===== src/rtl/bcc_pkg.sv =====
package bcc_pkg;
   typedef enum logic [1:0] {
      CMD_IDLE = 2'd0,
      CMD_LOAD = 2'd1,
      CMD_CONT = 2'd2
   } bcc_cmd_e;

   localparam int unsigned BCC_LANES = 2;
endpackage


===== src/rtl/bcc_decode.sv =====
module bcc_decode
   import bcc_pkg::*;
(
   input  logic     ld_n,
   input  logic     rd_wr,
   input  logic     burst_live,
   input  logic     prev_read,
   output bcc_cmd_e cmd,
   output logic     orphan_cont,
   output logic     rw_hazard
);
   always_comb begin
      cmd         = CMD_IDLE;
      orphan_cont = 1'b0;
      rw_hazard   = 1'b0;
      if (!ld_n) begin
         cmd       = CMD_LOAD;
         rw_hazard = !rd_wr && prev_read;
      end else if (rd_wr) begin
         if (burst_live) begin
            cmd = CMD_CONT;
         end else begin
            orphan_cont = 1'b1;
         end
      end
   end
endmodule


===== src/rtl/bcc_beat_addr.sv =====
module bcc_beat_addr #(
   parameter int LOW_W = 2
) (
   input  logic [LOW_W-1:0] start_low,
   input  logic [LOW_W-1:0] beat_idx,
   input  logic             linear,
   output logic [LOW_W-1:0] beat_low
);
   logic [LOW_W-1:0] lin_low;
   logic [LOW_W-1:0] ilv_low;

   assign lin_low  = start_low + beat_idx;
   assign ilv_low  = start_low ^ beat_idx;
   assign beat_low = linear ? lin_low : ilv_low;
endmodule


===== src/rtl/burst_cycle_ctrl.sv =====
module burst_cycle_ctrl
   import bcc_pkg::*;
#(
   parameter int ADDR_W    = 12,
   parameter int BURST_LEN = 4
) (
   input  logic              clk,
   input  logic              rst_n,
   input  logic              ld_n,
   input  logic              rd_wr,
   input  logic              sdr,
   input  logic              lin_order,
   input  logic [ADDR_W-1:0] addr,
   output logic [ADDR_W-1:0] beat0_addr,
   output logic [ADDR_W-1:0] beat1_addr,
   output logic              rd_en,
   output logic              wr_en,
   output logic [1:0]        beat_cnt,
   output logic              oe,
   output logic              seq_err
);
   localparam int LOW_W = $clog2(BURST_LEN);
   localparam int UP_W  = ADDR_W - LOW_W;

   generate
      if (BURST_LEN < 2 || (1 << LOW_W) != BURST_LEN) begin : g_bad_len
         $error("burst_cycle_ctrl: BURST_LEN must be a power of two >= 2");
      end
      if (UP_W < 1) begin : g_bad_aw
         $error("burst_cycle_ctrl: ADDR_W must exceed the burst index width");
      end
   endgenerate

   // burst context captured at load
   logic             live_q;
   logic             dir_rd_q;
   logic             single_q;
   logic             linear_q;
   logic [UP_W-1:0]  upper_q;
   logic [LOW_W-1:0] start_q;
   logic [LOW_W-1:0] idx_q;

   bcc_cmd_e cmd;
   logic     orphan_cont;
   logic     rw_hazard;

   bcc_decode u_dec (
      .ld_n        (ld_n),
      .rd_wr       (rd_wr),
      .burst_live  (live_q),
      .prev_read   (rd_en),
      .cmd         (cmd),
      .orphan_cont (orphan_cont),
      .rw_hazard   (rw_hazard)
   );

   // selected context for this clock
   logic             go;
   logic             cur_rd;
   logic             cur_single;
   logic             cur_linear;
   logic [UP_W-1:0]  cur_upper;
   logic [LOW_W-1:0] cur_start;
   logic [LOW_W-1:0] cur_idx;
   logic [LOW_W-1:0] step;

   always_comb begin
      go         = (cmd != CMD_IDLE);
      cur_rd     = dir_rd_q;
      cur_single = single_q;
      cur_linear = linear_q;
      cur_upper  = upper_q;
      cur_start  = start_q;
      cur_idx    = idx_q;
      if (cmd == CMD_LOAD) begin
         cur_rd     = rd_wr;
         cur_single = sdr;
         cur_linear = lin_order;
         cur_upper  = addr[ADDR_W-1:LOW_W];
         cur_start  = addr[LOW_W-1:0];
         cur_idx    = '0;
      end
      step = cur_single ? LOW_W'(1) : LOW_W'(2);
   end

   logic [ADDR_W-1:0] lane_addr [BCC_LANES];

   genvar gi;
   generate
      for (gi = 0; gi < BCC_LANES; gi++) begin : g_lane
         logic [LOW_W-1:0] lane_low;
         bcc_beat_addr #(.LOW_W(LOW_W)) u_ba (
            .start_low (cur_start),
            .beat_idx  (cur_idx + LOW_W'(gi)),
            .linear    (cur_linear),
            .beat_low  (lane_low)
         );
         assign lane_addr[gi] = {cur_upper, lane_low};
      end
   endgenerate

   // context registers
   always_ff @(posedge clk) begin
      if (!rst_n) begin
         live_q   <= 1'b0;
         dir_rd_q <= 1'b0;
         single_q <= 1'b1;
         linear_q <= 1'b0;
         upper_q  <= '0;
         start_q  <= '0;
         idx_q    <= '0;
      end else begin
         live_q   <= go;
         dir_rd_q <= cur_rd;
         single_q <= cur_single;
         linear_q <= cur_linear;
         upper_q  <= cur_upper;
         start_q  <= cur_start;
         idx_q    <= go ? (cur_idx + step) : '0;
      end
   end

   // output registers
   always_ff @(posedge clk) begin
      if (!rst_n) begin
         beat0_addr <= '0;
         beat1_addr <= '0;
         rd_en      <= 1'b0;
         wr_en      <= 1'b0;
         beat_cnt   <= 2'd0;
         oe         <= 1'b0;
         seq_err    <= 1'b0;
      end else begin
         beat0_addr <= go ? lane_addr[0] : '0;
         beat1_addr <= (go && !cur_single) ? lane_addr[1] : '0;
         rd_en      <= go && cur_rd;
         wr_en      <= go && !cur_rd;
         beat_cnt   <= !go ? 2'd0 : (cur_single ? 2'd1 : 2'd2);
         oe         <= rd_en;
         seq_err    <= orphan_cont || rw_hazard;
      end
   end
endmodule


===== config.mk =====
export PLATFORM = sky130hd
export DESIGN_NAME = burst_cycle_ctrl
export DESIGN_NICKNAME = d
export VERILOG_FILES = /design/src/rtl/bcc_pkg.sv /design/src/rtl/bcc_decode.sv /design/src/rtl/bcc_beat_addr.sv /design/src/rtl/burst_cycle_ctrl.sv
export SDC_FILE = /design/constraint.sdc
export NUM_CORES = 1
export LEC_CHECK = 0
export BUFFER_PORTS_ARGS = -buffer_cell sky130_fd_sc_hd__buf_2
export CAP_MARGIN = 10
export CORE_MARGIN = 3
export CORE_UTILIZATION = 50
export CTS_CLUSTER_SIZE = 12
export DETAILED_ROUTE_END_ITERATION = 8
export PLACE_DENSITY = 0.77
export REMOVE_ABC_BUFFERS = 1
export SYNTH_ARGS = -nofsm -noshare
export SYNTH_HDL_FRONTEND = slang
export SYNTH_SLANG_ARGS = --single-unit

===== constraint.sdc =====
create_clock -name clk -period 3.1 [get_ports clk]
set_clock_uncertainty 0.2 [all_clocks]
set_input_delay 0.155 -clock clk [delete_from_list [all_inputs] [get_ports clk]]
set_output_delay 0.155 -clock clk [all_outputs]
set_load 0.1 [all_outputs]

After elaboration in Yosys (flattened, before gate mapping)
Cells that the tools add are included.
- output and inout port bits: 30
- input bits: 18
- word-level logic and storage cells: 48
- bits in registers: 48
- reductions and logical operators: 11
- equal/unequal tests: 1
- add/subtract/negate cells: 4
- bitwise gates (word level): 2
- mux-type cells: 16
- operator list (operator ; number):
    $mux W2 ; 8
    $mux W10 ; 1
    $mux W1 ; 7
    $add A2 B2 Y2 ; 3
    $logic_and A1 B1 Y1 ; 4
    $reduce_and A2 Y1 ; 2
    $xor A2 B2 Y2 ; 2
    $logic_not A1 Y1 ; 3
    $add A2 B1 Y2 const B ; 1
    $eq A2 B1 Y1 const B ; 1
    $reduce_bool A2 Y1 ; 1
    $logic_or A1 B1 Y1 ; 1

Longest topological paths before layout
Gate-level depths: netlist of the first run.
- depth in word-level cells: 8
- depth in mapped cells: 8
- depth with buffers taken out: 6

Hierarchy
A second synthesis of the first run with hierarchy kept.
- cells, all modules: 167
- area total of the unflattened synthesis: 1665.3 sq um
- modules (own cells, without submodules) (module ; cells each ; seq. area each (sq um) ; instances ; area an instance (sq um)):
    burst_cycle_ctrl ; 155 ; 960.9 ; 1 ; 1566.5
    bcc_beat_addr ; 4 ; 0.0 ; 2 ; 33.8
    bcc_decode ; 4 ; 0.0 ; 1 ; 31.3

Worst setup path before layout of the first run
No wires, ideal clock.
- path type: input to register
- start: input port ld_n
- end: register beat1_addr[1]
- required time: 2.833 ns
- buffers on the path: 1
- arrival time: 1.458 ns
- stages: 6
- path slack: 1.375 ns
- library setup time: 0.067 ns
- cell sequence: buf_4 mux2_2 ha_1 and3_1 a2111o_1 o21ai_2
- elaborated cells on any way between the ends: 14
- classes of those cells: add/sub (2); eq/ne (1); mux (6); bitwise (1); reduce/logical (4)
- RTL lines (what ; line ; text):
    from (decl) ; burst_cycle_ctrl.sv:9 ; input logic ld_n,
    $mux W2 ; bcc_decode.sv:16 ; if (!ld_n) begin
    $eq A2 B1 Y1 ; burst_cycle_ctrl.sv:75 ; if (cmd == CMD_LOAD) begin
    $mux W2 ; burst_cycle_ctrl.sv:75 ;
    named net cur_start[0] ; burst_cycle_ctrl.sv:63 ; logic [LOW_W-1:0] cur_start;
    $add A2 B2 Y2 ; bcc_beat_addr.sv:12 ; assign lin_low = start_low + beat_idx;
    $mux W2 ; bcc_beat_addr.sv:14 ; assign beat_low = linear ? lin_low : ilv_low;
    to (signal assigned) ; burst_cycle_ctrl.sv:135 ; beat1_addr <= (go && !cur_single) ? lane_addr[1] : '0;
    to (decl) ; burst_cycle_ctrl.sv:15 ; output logic [ADDR_W-1:0] beat1_addr,
The timed path passes the listed nets, and every way through them passes these cells.
A chain may end at the register's enable or synchronous reset.

Worst setup path after layout of the first run
- start: input port addr[0]
- end: register beat1_addr[1]
- longest elaborated chain between the ends: 3
- RTL lines (what ; line ; text):
    from (decl) ; burst_cycle_ctrl.sv:13 ; input logic [ADDR_W-1:0] addr,
    $mux W2 ; burst_cycle_ctrl.sv:75 ;
    named net cur_start[0] ; burst_cycle_ctrl.sv:63 ;
    $add A2 B2 Y2 ; bcc_beat_addr.sv:12 ;
    $mux W2 ; bcc_beat_addr.sv:14 ;
The timed path passes the listed nets, and every way through them passes these cells.

==> results of run 1 <==
cells in the final DEF, fill, tap and decap left out, drive strengths merged:
cell         count
or2b             1
and4b            1
inv             15
o21ai            3
nor2b            4
xnor2            4
xor2             2
nor2            28
ha               3
dfxtp           48
mux2i            4
buf             47
dlygate4sd3     16
and2             4
a2111o           1
clkbuf           7
mux2            11
clkinvlp         1
and3             4
nand2           18
a21oi            4
cells in the mapped netlist:
library cell	n	area, um2
and4b_1	1	10.0
a21oi_1	4	20.0
buf_2	1	5.00
nor2_1	28	105
nor2b_1	4	25.0
inv_1	15	56.3
mux2i_1	4	40.0
ha_1	3	37.5
mux2_2	11	124
o21ai_2	1	8.76
nand2_1	18	67.6
clkbuf_1	2	7.51
a2111o_1	1	11.3
xnor2_1	4	35.0
xor2_1	2	17.5
dfxtp_1	48	961
and2_1	4	25.0
or2b_1	1	7.51
o21ai_0	2	10.0
buf_4	2	15.0
and3_1	4	25.0
kinds of logic after synthesis:
kind of cell	Yosys count	share of synthesized area, %
buffers and inverters	20	5.19
muxes	15	10.2
xor gates and xnor gates	6	3.26
DFF	48	59.5
AOI/OAI and AO/OA	8	3.10
and+or+nand+nor	60	16.4
adders and majority gates	3	2.33
flip-flops by register name, summed over array words and instances, names as in the netlist, 2 cells and up:
name        cells
start_q         2
idx_q           2
beat_cnt        2
beat0_addr     12
beat1_addr     12
upper_q        10
per-stage QoR:
stage	setup slack, ps	util [%]
2_1_floorplan	1470	-
3_3_place_gp	969	64.1
3_5_place_dp	914	64.1
4_1_cts	1280	71.4
5_1_grt	1190	71.7
6_report	1230	71.7
worst paths after layout:
path                   endpoint  depth (start not counted)  slack (ps)
setup / recovery  beat1_addr[1]                          7        1230
hold / removal       upper_q[8]                          3          60
setup reg to reg  beat1_addr[1]                          5        1370
hold reg to reg              oe                          1         290
report_power, final:
part           internal (mW)  switching (mW)
Clock                  0.111           0.184
Combinational         0.0651           0.174
Sequential             0.646         0.00994
Total                  0.823           0.368
worst min-delay path, stage by stage:
cell	delay (ps)
buf_2	220
nand2_1	150
inv_1	40
per-layer routing:
metal  vias up  routed length [um]
met4         0                  35
met2        33                1630
met3         4                 155
met1       551                1380
met5         -                   0
li1        630                   -
layout make-up:
cell class,count,area [um2]
multi-input cells,92,569
clock inverters,1,7.51
well taps,42,52.6
repair buffers,63,395
flip-flops and latches,48,961
clock buffers,7,55.1
fillers,232,827
inverters,15,56.3
==> reports/qor.yml, run 1 <==
powerDensity_mw_per_mm2: 568
use_met2_pct: 29.4
crit_path_top_delay_cell: "dlygate4sd3_1"
numCtsBuffers: 5
cp-end-kind: "flip-flop"
critical_path_class: "primary input to flip-flop"
use_met3_pct: 5.58
synth_cell_type_count: 21
synthCells: 160
yosys_warnings: 0
synth_area_mm2: 0.00161
placed_cells: 244
std_cell_rows: 19
r2r_start: "start_q[0]"
gr-usage-all-layers_pct: 16.9
start_util_pct: 55.2
clock.fmax_mhz: 534
seq_area_frac_synth_pct: 59.5
firstDrtPassIters: 4
power_leakage_nw: 1.10
antenna_found_initial: 0
num_antenna_cells: 0
place_hpwl_mm: 2.24
detail_route.wl_per_cell_um: 11.9
cts_resized: 0
worstSkewPairLatency_ps: 340
total_power_mw: 1.19
grt_pass1_vias: 1181
vias: 1218
hp-class: "primary input to flip-flop"
placed_area_mm2: 0.00187
worstPathMaxFanout: 3
post-route-period-util_pct: 60.4
grt_max_degree: 28
critPathLaunchType: "primary input"
cp.buffers_inverters: 2
maxCapViolCount: 0
min_period_ps: 1870
postCtsSetupBuffers: 0
cts_hold_buffers: 15
grtUsageMet1_pct: 18.5
htree_levels: 2
drt_wl_total_mm: 3.20
cts.reportedPaths.clkPinSlew_ps: 130
remaining_drc_errors: 0
die_area_mm2: 0.00395
status: "finished, final reports clean"
hold_start: "rst_n"
drtIter0Drc: 35
rsz0062_at_grt: "false"
hold_viol_final: 0
drive_gt1_share_pct: 29.2
path_cells: "dlygate4sd3_1 > buf_2 > mux2_2 > ha_1 > and3_1 > a2111o_1 > o21ai_2"
cts_root_buf: "clkbuf_4"
vias_per_cell: 4.54
ant_nets: 0
layout.nets: 246
crit_start: "addr[0]"
report.final.slew_viol_count: 0
slowest_delay_ps: 530
fp.coreArea_mm2: 0.00292
worstPathRequired_ps: 3190
cts_tree: "done"
peakVddDrop_mv: 0.403
max_slew_margin_pct: 41.0
die_y_um: 62.8
hold_slack_ps: 56.4
overflow: 0
cts_max_path_buffers: 2
setup_violations: 0
ioPinCount: 48
postLayoutCellArea_mm2: 0.00210
worstMarginPinSlew_ps: 885
yosys_register_bits: 48
grt_busiest_layer: "met2"
place_congestion: 0.758
syn2layout_area_growth_pct: 29.9
final_cells: 268
io_buffers: 47
tns_ps: 0
grt_pass1_wl_mm: 5.24
cts.sinks: 48
crit_family: "buffers and inverters"
syn_avg_cell_area_um2: 10.1
cp.arrival_ps: 1960
die_w_um: 62.8
Power figures use the tool's default switching activity.
==> inputs of run 2 (changes only) <==
- CORE_UTILIZATION: 50 -> 49
- PLACE_DENSITY: 0.77 -> 0.75
- clock period: 3.1 -> 1.87 ns (I/O delays scaled with it)
==> run 2 against run 1 <==
  * Sequential share of layout area decreased by 4.1 points
  * Largest cell class unchanged
  * Clock-buffer cell count decreased by 1
  * Highest routed layer unchanged
  * Sequential cell count unchanged
==> reports/qor.yml, run 2 (same netlist as run 1, synthesis figures left out) <==
status: "finished, final reports clean"
reg_top3: "beat0_addr (12), beat1_addr (12), upper_q (10)"
remaining_drc_errors: 0  # unchanged
postLayoutCellArea_mm2: 0.00230  # +9.7%
cts_root_buf: "clkbuf_4"
peakVddDrop_mv: 0.601  # +49%
min_period_ps: 1810
cts_tree: "done"
intPower_mw: 1.53  # +86%
syn2layout_area_growth_pct: 42.6
overflow: 0  # unchanged
drt_wl_total_mm: 3.50  # +9.4%
maxCapViolCount: 0  # unchanged
hold_path_depth: 4  # +1
powerDensity_mw_per_mm2: 941  # +66%
combPwrFrac_pct: 20.0  # about the same
grt_max_degree: 23  # -18%
place_congestion: 0.824  # +8.6%
detail_route.wl_per_cell_um: 12.1  # +1.8%
p_sw_mw: 0.636  # +73%
numCtsBuffers: 5  # unchanged
drive_gt1_share_pct: 29.1  # -0.11 points
die_area_mm2: 0.00402  # +1.9%
layout.nets: 264  # +7.3%
setup_violations: 0  # unchanged
n_fill_cell: 240  # +3.4%
final_common_cell: "dfxtp_1"
drtIter0Drc: 46  # +31%
vias: 1335  # +9.6%
worstPathMaxFanout: 3  # unchanged
critical_path_class: "primary input to flip-flop"
power_leakage_nw: 1.18  # +7.7%
htree_levels: 2  # unchanged
postCtsSetupBuffers: 0  # unchanged
vias_per_cell: 4.64  # +2.0%
io_buffers: 47  # unchanged
worstSkewPairLatency_ps: 360  # +20 ps
hp-class: "primary input to flip-flop"
antenna_found_initial: 0  # unchanged
max_slew_margin_pct: 67.5  # +26 points
ant_nets: 0  # unchanged
clock.fmax_mhz: 553
firstDrtPassIters: 4  # unchanged
cts_max_path_buffers: 2  # unchanged
placed_area_mm2: 0.00191  # +1.7%
grt_pass1_wl_mm: 6.07  # +16%
r2r_slack_ps: 160  # -1210 ps
cts.reportedPaths.clkPinSlew_ps: 130  # about the same
post-route-period-util_pct: 96.6
r2r-end: "beat1_addr[1]"
ioPinCount: 48  # unchanged
critPathLaunchType: "primary input"
die_w_um: 63.4  # +0.92%
cp.arrival_ps: 1920  # -40 ps
rsz0062_at_grt: "false"
die_y_um: 63.4  # +0.92%
cp-end-kind: "flip-flop"
crit_start: "addr[0]"
gr-usage-all-layers_pct: 19.3  # +2.4 points
start_util_pct: 52.0  # -3.2 points
hold_viol_final: 0  # unchanged
hold_path_end: "beat1_addr[0]"
tns_ps: 0  # unchanged
report.final.slew_viol_count: 0  # unchanged
grt_pass1_vias: 1417  # +20%
r2r_start: "start_q[0]"
place_hpwl_mm: 2.28  # +2.0%
p_sw_share_pct: 29.4  # -1.5 points
power.share.clock_pct: 29.8  # +5.0 points
worstPathRequired_ps: 1980  # -1210 ps
hold_start: "ld_n"
std_cell_rows: 20  # +1
num_antenna_cells: 0  # unchanged
power.share.sequential_pct: 50.3  # -4.8 points
fp.coreArea_mm2: 0.00310  # +6.1%
mostFrequentLayoutCells: "48 x dfxtp_1, 47 x buf_2, 30 x dlygate4sd3_1, 28 x nor2_1, 18 x nand2_1"
reg2reg_depth: 5  # unchanged
worstMarginPinSlew_ps: 491  # -393 ps
cts.sinks: 48  # unchanged
-- run 2: final cells by class --
type	count	area, um2	area share (%)
Multi-Input combinational cell	92	573	24.9
Sequential cell	48	961	41.8
Clock inverter	2	38.8	1.69
Tap cell	44	55.1	2.39
Inverter	15	56.3	2.45
Timing Repair Buffer	81	566	24.6
Clock buffer	6	51.3	2.23
-- run 2: worst max-delay path by stage --
stage                     to  slack (ps)
2_1_floorplan  beat1_addr[1]         240
3_3_place_gp   beat1_addr[1]         220
3_5_place_dp   beat1_addr[1]         180
4_1_cts        beat1_addr[1]          20
5_1_grt        beat1_addr[1]          40
6_report       beat1_addr[1]          60
-- run 2: per-layer routing --
layer	part of all wire (%)	GRT usage [%]
met1	42	20.7
met5	0	0
met3	6.6	5.70
met4	0.80	6.47
met2	51	35.5
-- run 2: repair_timing --
| action | CTS | global route |
|---|---|---|
| hold buffers | 30 | 1 |
| gates resized for setup | 0 | 1 |
| setup endpoints to repair | 0 | 1 |
| hold endpoints to repair | 43 | 1 |
-- run 2: critical path, stage by stage --
cell	delay, ps
dlygate4sd3_1	530
buf_2	130
mux2_4	290
ha_1	220
and3_1	200
a2111o_1	400
o21ai_2	60
-- run 2: per-stage QoR --
| step | total power [mW] | std cells | hold slack (ps) | util, % | setup slack (ps) |
|---|---|---|---|---|---|
| after floorplan | 1.40 | 155 | -44.6 | - | 240 |
| after global placement | 1.48 | 250 | 196 | 61.5 | 219 |
| after detailed placement | 1.49 | 250 | 199 | 61.5 | 182 |
| after CTS | 2.18 | 288 | 59.8 | 74.0 | 20.4 |
| after global routing | 2.26 | 288 | 123 | 74.2 | 36.8 |
| final | 2.17 | 288 | 88.8 | 74.2 | 63.0 |
-- run 2: power groups by stage --
stage	logic [mW]	registers [mW]	clock network (mW)
6_report	0.433	1.09	0.644
3_3_place_gp	0.371	1.11	0
3_5_place_dp	0.379	1.11	0
5_1_grt	0.461	1.09	0.704
4_1_cts	0.430	1.09	0.660
2_1_floorplan	0.0992	1.30	0
